<file path="config.mk">
export PLATFORM = sky130hd
export DESIGN_NAME = pause_flow_ctrl
export DESIGN_NICKNAME = d
export VERILOG_FILES = /design/src/rtl/pfc_pkg.sv /design/src/rtl/pfc_regs.sv /design/src/rtl/pfc_pause_arb.sv /design/src/rtl/pfc_backpressure.sv /design/src/rtl/pause_flow_ctrl.sv
export SDC_FILE = /design/constraint.sdc
export NUM_CORES = 1
export LEC_CHECK = 0
export BUFFER_PORTS_ARGS = -buffer_cell sky130_fd_sc_hd__buf_2
export CAP_MARGIN = 10
export CORE_MARGIN = 2
export CORE_UTILIZATION = 25
export CTS_BUF_LIST = sky130_fd_sc_hd__clkbuf_4 sky130_fd_sc_hd__clkbuf_8
export DETAILED_ROUTE_END_ITERATION = 8
export PLACE_DENSITY = 0.55
export SKIP_CTS_REPAIR_TIMING = 1
export SLEW_MARGIN = 10
export SYNTH_ARGS = -nofsm -noshare
export SYNTH_HDL_FRONTEND = slang
export SYNTH_HIERARCHICAL = 1
export SYNTH_SLANG_ARGS = --single-unit
</file>
<file path="constraint.sdc">
create_clock -name clk_i -period 2.2 [get_ports clk_i]
set_input_delay 0.22 -clock clk_i [delete_from_list [all_inputs] [get_ports clk_i]]
set_output_delay 0.22 -clock clk_i [all_outputs]
set_load 0.05 [all_outputs]
</file>
<file path="src/rtl/pfc_pkg.sv">
package pfc_pkg;
  localparam int REG_W    = 8;
  localparam int WM_W     = REG_W / 2;
  localparam int KB_SHIFT = 10;
  localparam int TIME_W   = 16;

  localparam int C_FZERO  = 7;
  localparam int C_FMAX   = 6;
  localparam int C_AUTO   = 5;
  localparam int C_BPANY  = 4;
  localparam int C_BPDA   = 3;
  localparam int C_LATCH  = 2;
  localparam int C_LIVE   = 1;
  localparam int C_FCEN   = 0;

  localparam logic [WM_W-1:0] HW_RESET = WM_W'(3);
  localparam logic [WM_W-1:0] LW_RESET = WM_W'(8);

  typedef enum logic [1:0] {
    K_FZERO = 2'd0,
    K_FMAX  = 2'd1,
    K_AMAX  = 2'd2,
    K_AZERO = 2'd3
  } req_kind_e;
endpackage

</file>
<file path="src/rtl/pfc_regs.sv">
module pfc_regs
  import pfc_pkg::*;
(
  input  logic             clk_i,
  input  logic             rst_ni,
  input  logic             reg_addr_i,
  input  logic             reg_wr_i,
  input  logic             reg_rd_i,
  input  logic [REG_W-1:0] reg_wdata_i,
  output logic [REG_W-1:0] reg_rdata_o,
  input  logic             clr_fzero_i,
  input  logic             clr_fmax_i,
  input  logic             rx_pause_seen_i,
  input  logic             rx_pause_active_i,
  output logic [WM_W-1:0]  hw_o,
  output logic [WM_W-1:0]  lw_o,
  output logic             fzero_o,
  output logic             fmax_o,
  output logic             auto_o,
  output logic             bp_any_o,
  output logic             bp_da_o,
  output logic             fc_en_o
);
  logic wr_thr, wr_ctl, rd_ctl;
  logic latch_q;
  logic [REG_W-1:0] ctl_view;

  assign wr_thr = reg_wr_i && !reg_addr_i;
  assign wr_ctl = reg_wr_i &&  reg_addr_i;
  assign rd_ctl = reg_rd_i &&  reg_addr_i;

  always_ff @(posedge clk_i or negedge rst_ni) begin
    if (!rst_ni) begin
      hw_o <= HW_RESET;
      lw_o <= LW_RESET;
    end else if (wr_thr) begin
      hw_o <= reg_wdata_i[REG_W-1:WM_W];
      lw_o <= reg_wdata_i[WM_W-1:0];
    end
  end

  // software write wins over completion clear in the same cycle
  always_ff @(posedge clk_i or negedge rst_ni) begin
    if (!rst_ni) begin
      fzero_o  <= 1'b0;
      fmax_o   <= 1'b0;
      auto_o   <= 1'b0;
      bp_any_o <= 1'b0;
      bp_da_o  <= 1'b0;
      fc_en_o  <= 1'b0;
    end else if (wr_ctl) begin
      fzero_o  <= reg_wdata_i[C_FZERO];
      fmax_o   <= reg_wdata_i[C_FMAX];
      auto_o   <= reg_wdata_i[C_AUTO];
      bp_any_o <= reg_wdata_i[C_BPANY];
      bp_da_o  <= reg_wdata_i[C_BPDA];
      fc_en_o  <= reg_wdata_i[C_FCEN];
    end else begin
      if (clr_fzero_i) fzero_o <= 1'b0;
      if (clr_fmax_i)  fmax_o  <= 1'b0;
    end
  end

  // a new event in the read cycle stays latched
  always_ff @(posedge clk_i or negedge rst_ni) begin
    if (!rst_ni)              latch_q <= 1'b0;
    else if (rx_pause_seen_i) latch_q <= 1'b1;
    else if (rd_ctl)          latch_q <= 1'b0;
  end

  always_comb begin
    ctl_view          = '0;
    ctl_view[C_FZERO] = fzero_o;
    ctl_view[C_FMAX]  = fmax_o;
    ctl_view[C_AUTO]  = auto_o;
    ctl_view[C_BPANY] = bp_any_o;
    ctl_view[C_BPDA]  = bp_da_o;
    ctl_view[C_LATCH] = latch_q;
    ctl_view[C_LIVE]  = rx_pause_active_i;
    ctl_view[C_FCEN]  = fc_en_o;
  end

  always_ff @(posedge clk_i or negedge rst_ni) begin
    if (!rst_ni)       reg_rdata_o <= '0;
    else if (reg_rd_i) reg_rdata_o <= reg_addr_i ? ctl_view : {hw_o, lw_o};
  end

  a_r9_latch_on_event: assert property (@(posedge clk_i) disable iff (!rst_ni)
    rx_pause_seen_i |=> latch_q);
  a_r9_clear_on_read: assert property (@(posedge clk_i) disable iff (!rst_ni)
    rd_ctl && !rx_pause_seen_i |=> !latch_q);
  a_r6_force_selfclear: assert property (@(posedge clk_i) disable iff (!rst_ni)
    clr_fzero_i && !wr_ctl |=> !fzero_o);
endmodule

</file>
<file path="src/rtl/pfc_pause_arb.sv">
module pfc_pause_arb
  import pfc_pkg::*;
#(
  parameter int FREE_W = 14
) (
  input  logic              clk_i,
  input  logic              rst_ni,
  input  logic [FREE_W-1:0] free_i,
  input  logic [WM_W-1:0]   hw_i,
  input  logic [WM_W-1:0]   lw_i,
  input  logic              auto_i,
  input  logic              fzero_i,
  input  logic              fmax_i,
  input  logic              done_i,
  output logic              valid_o,
  output logic [TIME_W-1:0] time_o,
  output logic              clr_fzero_o,
  output logic              clr_fmax_o,
  output logic              over_hw_o
);
  localparam int WM_BYTES_W = WM_W + KB_SHIFT;
  localparam int CMP_W = (FREE_W > WM_BYTES_W) ? FREE_W : WM_BYTES_W;

  logic [CMP_W-1:0] free_c, hw_bytes, lw_bytes;
  logic under_low, above_low;
  logic busy_q, hw_sent_q;
  req_kind_e kind_q, kind_d;
  logic start;
  logic finish;

  assign free_c   = CMP_W'(free_i);
  assign hw_bytes = CMP_W'({hw_i, {KB_SHIFT{1'b0}}});
  assign lw_bytes = CMP_W'({lw_i, {KB_SHIFT{1'b0}}});

  // high mark of zero: only an empty memory counts as short
  assign under_low = (hw_i == '0) ? (free_c == '0) : (free_c < hw_bytes);
  assign above_low = free_c > lw_bytes;
  assign over_hw_o = under_low;

  always_comb begin
    start  = 1'b1;
    kind_d = K_FZERO;
    if (fzero_i)                               kind_d = K_FZERO;
    else if (fmax_i)                           kind_d = K_FMAX;
    else if (auto_i && !hw_sent_q && under_low) kind_d = K_AMAX;
    else if (auto_i && hw_sent_q && above_low)  kind_d = K_AZERO;
    else                                        start = 1'b0;
  end

  assign finish = busy_q && done_i;

  always_ff @(posedge clk_i or negedge rst_ni) begin
    if (!rst_ni) begin
      busy_q <= 1'b0;
      kind_q <= K_FZERO;
    end else if (finish) begin
      busy_q <= 1'b0;
    end else if (!busy_q && start) begin
      busy_q <= 1'b1;
      kind_q <= kind_d;
    end
  end

  always_ff @(posedge clk_i or negedge rst_ni) begin
    if (!rst_ni) hw_sent_q <= 1'b0;
    else if (finish) hw_sent_q <= (kind_q == K_FMAX) || (kind_q == K_AMAX);
  end

  assign valid_o     = busy_q;
  assign time_o      = ((kind_q == K_FMAX) || (kind_q == K_AMAX)) ? {TIME_W{1'b1}} : '0;
  assign clr_fzero_o = finish && (kind_q == K_FZERO);
  assign clr_fmax_o  = finish && (kind_q == K_FMAX);

  a_r7_hold_until_done: assert property (@(posedge clk_i) disable iff (!rst_ni)
    valid_o && !done_i |=> valid_o && $stable(time_o));
  a_r7_drop_after_done: assert property (@(posedge clk_i) disable iff (!rst_ni)
    valid_o && done_i |=> !valid_o);
  a_r5_zero_needs_arming: assert property (@(posedge clk_i) disable iff (!rst_ni)
    valid_o && kind_q == K_AZERO |-> hw_sent_q);
  a_r3_auto_needs_enable: assert property (@(posedge clk_i) disable iff (!rst_ni)
    $rose(valid_o) && kind_q == K_AMAX |-> $past(auto_i));
endmodule

</file>
<file path="src/rtl/pfc_backpressure.sv">
module pfc_backpressure (
  input  logic clk_i,
  input  logic rst_ni,
  input  logic half_duplex_i,
  input  logic over_hw_i,
  input  logic bp_any_i,
  input  logic bp_da_i,
  input  logic pkt_start_i,
  input  logic da_match_i,
  output logic jam_o
);
  logic want;

  assign want = half_duplex_i && over_hw_i && pkt_start_i &&
                (bp_any_i || (bp_da_i && da_match_i));

  always_ff @(posedge clk_i or negedge rst_ni) begin
    if (!rst_ni) jam_o <= 1'b0;
    else         jam_o <= want;
  end

  a_r8_half_duplex_only: assert property (@(posedge clk_i) disable iff (!rst_ni)
    jam_o |-> $past(half_duplex_i) && $past(pkt_start_i));
  a_r8_single_pulse: assert property (@(posedge clk_i) disable iff (!rst_ni)
    !pkt_start_i |=> !jam_o);
endmodule

</file>
<file path="src/rtl/pause_flow_ctrl.sv">
module pause_flow_ctrl
  import pfc_pkg::*;
#(
  parameter int FREE_W = 14
) (
  input  logic              clk_i,
  input  logic              rst_ni,
  input  logic              reg_addr_i,
  input  logic              reg_wr_i,
  input  logic              reg_rd_i,
  input  logic [7:0]        reg_wdata_i,
  output logic [7:0]        reg_rdata_o,
  input  logic [FREE_W-1:0] rx_free_bytes_i,
  output logic              pause_req_valid_o,
  output logic [15:0]       pause_req_time_o,
  input  logic              pause_done_i,
  input  logic              half_duplex_i,
  input  logic              rx_pkt_start_i,
  input  logic              rx_da_match_i,
  output logic              jam_req_o,
  input  logic              rx_pause_seen_i,
  input  logic              rx_pause_active_i,
  output logic              tx_halt_o
);
  logic [WM_W-1:0] hw, lw;
  logic fzero, fmax, auto_en, bp_any, bp_da, fc_en;
  logic clr_fzero, clr_fmax, over_hw;

  pfc_regs u_regs (
    .clk_i, .rst_ni, .reg_addr_i, .reg_wr_i, .reg_rd_i, .reg_wdata_i, .reg_rdata_o,
    .clr_fzero_i(clr_fzero), .clr_fmax_i(clr_fmax),
    .rx_pause_seen_i, .rx_pause_active_i,
    .hw_o(hw), .lw_o(lw), .fzero_o(fzero), .fmax_o(fmax), .auto_o(auto_en),
    .bp_any_o(bp_any), .bp_da_o(bp_da), .fc_en_o(fc_en)
  );

  pfc_pause_arb #(.FREE_W(FREE_W)) u_arb (
    .clk_i, .rst_ni, .free_i(rx_free_bytes_i), .hw_i(hw), .lw_i(lw),
    .auto_i(auto_en), .fzero_i(fzero), .fmax_i(fmax), .done_i(pause_done_i),
    .valid_o(pause_req_valid_o), .time_o(pause_req_time_o),
    .clr_fzero_o(clr_fzero), .clr_fmax_o(clr_fmax), .over_hw_o(over_hw)
  );

  pfc_backpressure u_bp (
    .clk_i, .rst_ni, .half_duplex_i, .over_hw_i(over_hw),
    .bp_any_i(bp_any), .bp_da_i(bp_da), .pkt_start_i(rx_pkt_start_i),
    .da_match_i(rx_da_match_i), .jam_o(jam_req_o)
  );

  assign tx_halt_o = fc_en && rx_pause_active_i;

  a_r10_halt_gated: assert property (@(posedge clk_i) disable iff (!rst_ni)
    tx_halt_o |-> rx_pause_active_i);
endmodule

</file>
Word level (Yosys, flattened, before mapping)
Index checks and enable logic that the tools add are counted.
{"block": "totals", "ff_bits": 28, "out_inout_bits": 27, "input_bits": 33}
{"block": "classes", "reduce_logical": 29, "n_bitwise": 1, "eq_ne": 2, "magnitude_cmp": 2, "n_mux": 19}
{"operator": "1-bit logical AND", "n": 16}
{"operator": "16-bit two-way mux", "n": 1}
{"operator": "14-bit greater-than comparator", "n": 1}
{"operator": "14-bit zero test", "n": 1}
{"operator": "14-bit < comparator", "n": 1}
{"operator": "1-bit two-way mux", "n": 13}
{"operator": "2-bit two-way mux", "n": 4}
{"operator": "8-bit two-way mux", "n": 1}
{"operator": "2-bit nonzero test", "n": 4}
{"operator": "4-bit zero test", "n": 1}
{"operator": "1-bit zero test", "n": 3}
{"operator": "2-bit by 1-bit == test with 1-bit output, second input constant", "n": 1}
{"operator": "2-bit == test, second input constant", "n": 1}
{"operator": "2-bit zero test", "n": 1}
{"operator": "1-bit logical OR", "n": 2}
{"operator": "2-bit AND reduction", "n": 1}
{"operator": "1-bit NOT", "n": 1}

Logic depth before layout (Yosys ltp)
{"block": "depth", "depth_word": 9, "mapped_depth": 7}

Hierarchy
The synthesis kept the hierarchy.
{"module": "pfc_regs", "seq_area_each_um2": 579.3, "cells_each": 71, "area_each_um2": 953.4, "n_inst": 1}
{"module": "pfc_pause_arb", "seq_area_each_um2": 100.1, "cells_each": 72, "area_each_um2": 594.3, "n_inst": 1}
{"module": "pfc_backpressure", "seq_area_each_um2": 25.0, "cells_each": 4, "area_each_um2": 38.8, "n_inst": 1}
{"module": "pause_flow_ctrl", "seq_area_each_um2": 0.0, "cells_each": 1, "area_each_um2": 6.3, "n_inst": 1}

Worst setup path after synthesis
No wires, ideal clock.
{"block": "synth_path", "path_kind": "register to register", "from": "register u_regs.lw_o[3]", "to": "register u_arb.busy_q, in the netlist u_arb/valid_o", "path_buffers": 0, "setup_ps": 119, "path_stages_with_launch": 8, "slack_ps": 366, "arrival_ps": 1715, "path_cell_list": "dfstp_2 -> inv_1 -> ha_1 -> nand4_1 -> nor4_2 -> a211oi_1 -> or4_1 -> o21a_1"}
{"block": "synth_via", "elab_chain_len": 8}
{"element": "from (decl)", "line_no": "pfc_regs.sv:16", "text": "output logic [WM_W-1:0] lw_o,"}
{"element": "from (signal assigned)", "line_no": "pfc_regs.sv:38", "text": "lw_o <= reg_wdata_i[WM_W-1:0];"}
{"element": "14-bit greater-than comparator", "line_no": "pfc_pause_arb.sv:37", "text": "assign above_low = free_c > lw_bytes;"}
{"element": "1-bit logical AND", "line_no": "pfc_pause_arb.sv:46", "text": "else if (auto_i && hw_sent_q && above_low) kind_d = K_AZERO;"}
{"element": "1-bit two-way mux", "line_no": "pfc_pause_arb.sv:46"}
{"element": "1-bit two-way mux", "line_no": "pfc_pause_arb.sv:45", "text": "else if (auto_i && !hw_sent_q && under_low) kind_d = K_AMAX;"}
{"element": "1-bit two-way mux", "line_no": "pfc_pause_arb.sv:44", "text": "else if (fmax_i) kind_d = K_FMAX;"}
{"element": "1-bit two-way mux", "line_no": "pfc_pause_arb.sv:43", "text": "if (fzero_i) kind_d = K_FZERO;"}
{"element": "1-bit logical AND", "line_no": "pfc_pause_arb.sv:58", "text": "end else if (!busy_q && start) begin"}
{"element": "2-bit nonzero test (no source line)"}
{"element": "to (signal assigned)", "line_no": "pfc_pause_arb.sv:54", "text": "busy_q <= 1'b0;"}
{"element": "to (signal assigned)", "line_no": "pfc_pause_arb.sv:57", "text": "busy_q <= 1'b0;"}
{"element": "to (signal assigned)", "line_no": "pfc_pause_arb.sv:59", "text": "busy_q <= 1'b1;"}
{"element": "to (decl)", "line_no": "pfc_pause_arb.sv:26", "text": "logic busy_q, hw_sent_q;"}
Every way passes these cells.
A chain may end at the register's enable or synchronous reset.

Worst setup path in the final report
Ends and elaborated chain as after synthesis.

==> impl_metrics.py <==
metrics = {
    "floorplanning": {
        "start_util": 0.2552,
        "die_w_microns": 83.82,
        "die_h_microns": 83.82,
        "core_sq_mm": 0.006241,
        "die-area_sq_mm": 0.007026,
        "io_pins": 60,
        "fp-row-count": 29,
    },
    "timing": {
        "finalMaxSlewViolations": 0,
        "fmax_ghz": 0.5173,
        "setup_tns_ns": 0,
        "setup_viol": 0,
        "timing.hold.ws_ns": -0.03523,
        "post-route-period-util": 0.8788,
        "slew_headroom": 0.5641,
        "fin_crit_ns": 1.933,
        "hold_violations": 25,
        "worst_pin_slew_ns": 0.6539,
        "fin_skew_ns": 0.004770,
        "rsz0062_at_grt": "no",
    },
    "final_layout": {
        "final_nets": 235,
        "layout_common_cells": "buf_2, dfrtp_1, mux2_1",
        "multiInputGateArea_sq_um": 713.2,
        "drive_above_1_share": 0.3750,
        "area_delta_synth_final_pct": 19.25,
        "final_common_cell": "buf_2",
        "seq_area_sq_um": 704.4,
        "diodes": 0,
        "fillers": 673,
    },
    "worst_setup_path": {
        "cp-end-kind": "flip-flop",
        "slowest_delay_ns": 0.54,
        "startpoint_type": "flip-flop",
        "crit_required_ns": 2.37,
        "crit_slowest_cell": "dfstp_2",
        "crit_type": "reg -> reg",
        "crit_chain": "inv_1, ha_1, nand4_1, nor4_2, a211oi_1, or4_1, o21a_1",
        "cp.buffers_inverters": 1,
        "critical_path.top_delay_family": "simple AND/OR/NAND/NOR gates",
        "crit_arrival_ns": 2.10,
        "cp_max_fo": 3,
    },
    "cts": {
        "clock_path_buffers": 2,
        "clk_pin_slew_ns": 0.10,
        "tritoncts": "built",
        "htreeDepth": 1,
        "cts-buffers-inserted": 3,
        "cts-root-buf": "clkbuf_8",
        "clkLatencyLatePin_ns": 0.27,
        "cts.sinks": 28,
    },
    "placement": {
        "port-buffer-count": 59,
        "gp_congestion": 0.7278,
        "dp_hpwl_microns": 2792,
    },
    "detailed_routing": {
        "vias": 1194,
        "dr.first_iter.drc_count": 43,
        "drc": 0,
        "drt-total-wl_microns": 3512,
        "first_pass_iters": 4,
        "via_per_inst": 4.439,
        "routedWlPerCell_microns": 13.06,
        "ant_nets": 0,
    },
    "grt": {
        "grt_pass1_vias": 1215,
        "grt_pass1_wl_microns": 5830,
        "grt-ovfl-total": 0,
        "grt.total_usage": 0.1031,
        "grt_antenna_before_repair": 0,
        "grt_max_degree": 29,
    },
    "pwr": {
        "p_per_area_mw_per_mm2": 1436,
        "peakVddDrop_mv": 1.455,
        "p_total_w": 0.002727,
        "p_leak_nw": 0.9290,
    },
    "synthesis": {
        "synth-edff-count": 0,
        "synthArstFlopShare": 1.000,
        "synthFlopType": "dfrtp_1",
        "yosysUniqueCellTypes": 34,
        "syn-instance-count": 148,
        "yosys_warnings": 6,
        "syn_nets": 190,
        "synth_area_sq_mm": 0.001593,
        "ys_ff_latch": 28,
        "syn_area_per_cell_sq_um": 10.76,
        "ys_seq_area_frac": 0.4423,
    },
    "run_status": {
        "violations": "hold timing",
        "outcome": "complete, but fails checks",
    },
    "hold_path": {
        "hold_class": "in -> async",
    },
    "run": {
        "cap_viol_max_count": 0,
    },
}
-- Yosys cell counts, drive strengths merged (3+ instances only) --
master | n | area [sq um]
dfrtp | 25 | 625.6
nor2 | 10 | 37.54
nor4 | 3 | 25.02
or4 | 3 | 30.03
mux2 | 15 | 168.9
ha | 9 | 112.6
nand2 | 6 | 30.03
nor2b | 4 | 25.02
dfstp | 3 | 78.83
mux2i | 9 | 90.09
buf | 19 | 137.6
inv | 9 | 33.78
a21oi | 11 | 55.05
-- path summary, 6_finish.rpt --
check | from | cells past startpoint | slack [ns] | endpoint
setup / recovery | u_regs/lw_o[3] | 7 | 0.27 | u_arb/valid_o
hold / removal | rst_ni | 1 | -0.04 | u_regs/reg_rdata_o[1]
setup reg to reg | u_regs/lw_o[3] | 7 | 0.27 | u_arb/valid_o
hold reg to reg | u_regs/latch_q | 1 | 0.49 | u_regs/latch_q
max in group asynchronous | rst_ni | 1 | 1.81 | u_bp/jam_o
min in group clk_i | rx_pause_seen_i | 2 | 0.12 | u_regs/latch_q
-- cell families (layout without fill, tap and decap cells) --
family                     after synthesis  after routing  synth area share
DFF                                     28             28            0.4423
and+or+nand+nor                         36             36            0.1296
adders and majority gates                9              9           0.07070
muxes                                   24             24            0.1626
buffers and inverters                   29             73            0.1100
AOI/OAI and AO/OA                       22             22           0.08483
-- worst register-to-register path, cell delays in order, from the launching register on --
cell,delay [ns]
dfstp_2,0.54
inv_1,0.04
ha_1,0.30
nand4_1,0.12
nor4_2,0.14
a211oi_1,0.11
or4_1,0.41
o21a_1,0.18
-- report_power, final --
part	switching [W]	total (W)	internal (W)	leakage, nW
logic	0.00134	0.00171	0.000372	0.582
clock network	0.000159	0.000301	0.000142	0.0262
registers	0.0000910	0.000717	0.000626	0.321
-- layout make-up --
cell class | count | share of cell area
Inverter | 9 | 0.01779
Clock buffer | 4 | 0.02569
Multi-Input combinational cell | 91 | 0.3755
Sequential cell | 28 | 0.3709
Tap cell | 77 | 0.05072
Timing Repair Buffer | 60 | 0.1594
-- routing by layer --
metal  vias to the layer above  track usage  part of all wire
li1                        591            -                 -
met1                       563       0.1216              0.42
met3                         6      0.02868             0.052
met2                        34       0.1745              0.51
met5                         -            0                 0
met4                         0      0.04545             0.019
-- stage by stage --
stage / utilization / area (sq um) / setup slack [ns] / cells
after floorplan: - / 1593 / 0.3660 / 148
after global placement: 0.2965 / 1851 / 0.2956 / 265
after detailed placement: 0.2965 / 1851 / 0.2545 / 265
after CTS: 0.3043 / 1899 / 0.2436 / 269
after global routing: 0.3043 / 1899 / 0.1440 / 269
final: 0.3043 / 1899 / 0.2667 / 269
-- sequential cells by signal (all words and copies together) (netlist names) --
register,cells
u_regs/auto_o,1
u_regs/fzero_o,1
u_bp/jam_o,1
u_regs/lw_o,4
u_regs/bp_any_o,1
u_arb/valid_o,1
u_regs/fc_en_o,1
u_regs/hw_o,4
u_regs/reg_rdata_o,8
u_arb/kind_q,2
u_regs/bp_da_o,1
u_regs/latch_q,1
u_arb/hw_sent_q,1
u_regs/fmax_o,1
Power figures use the tool's default switching activity.
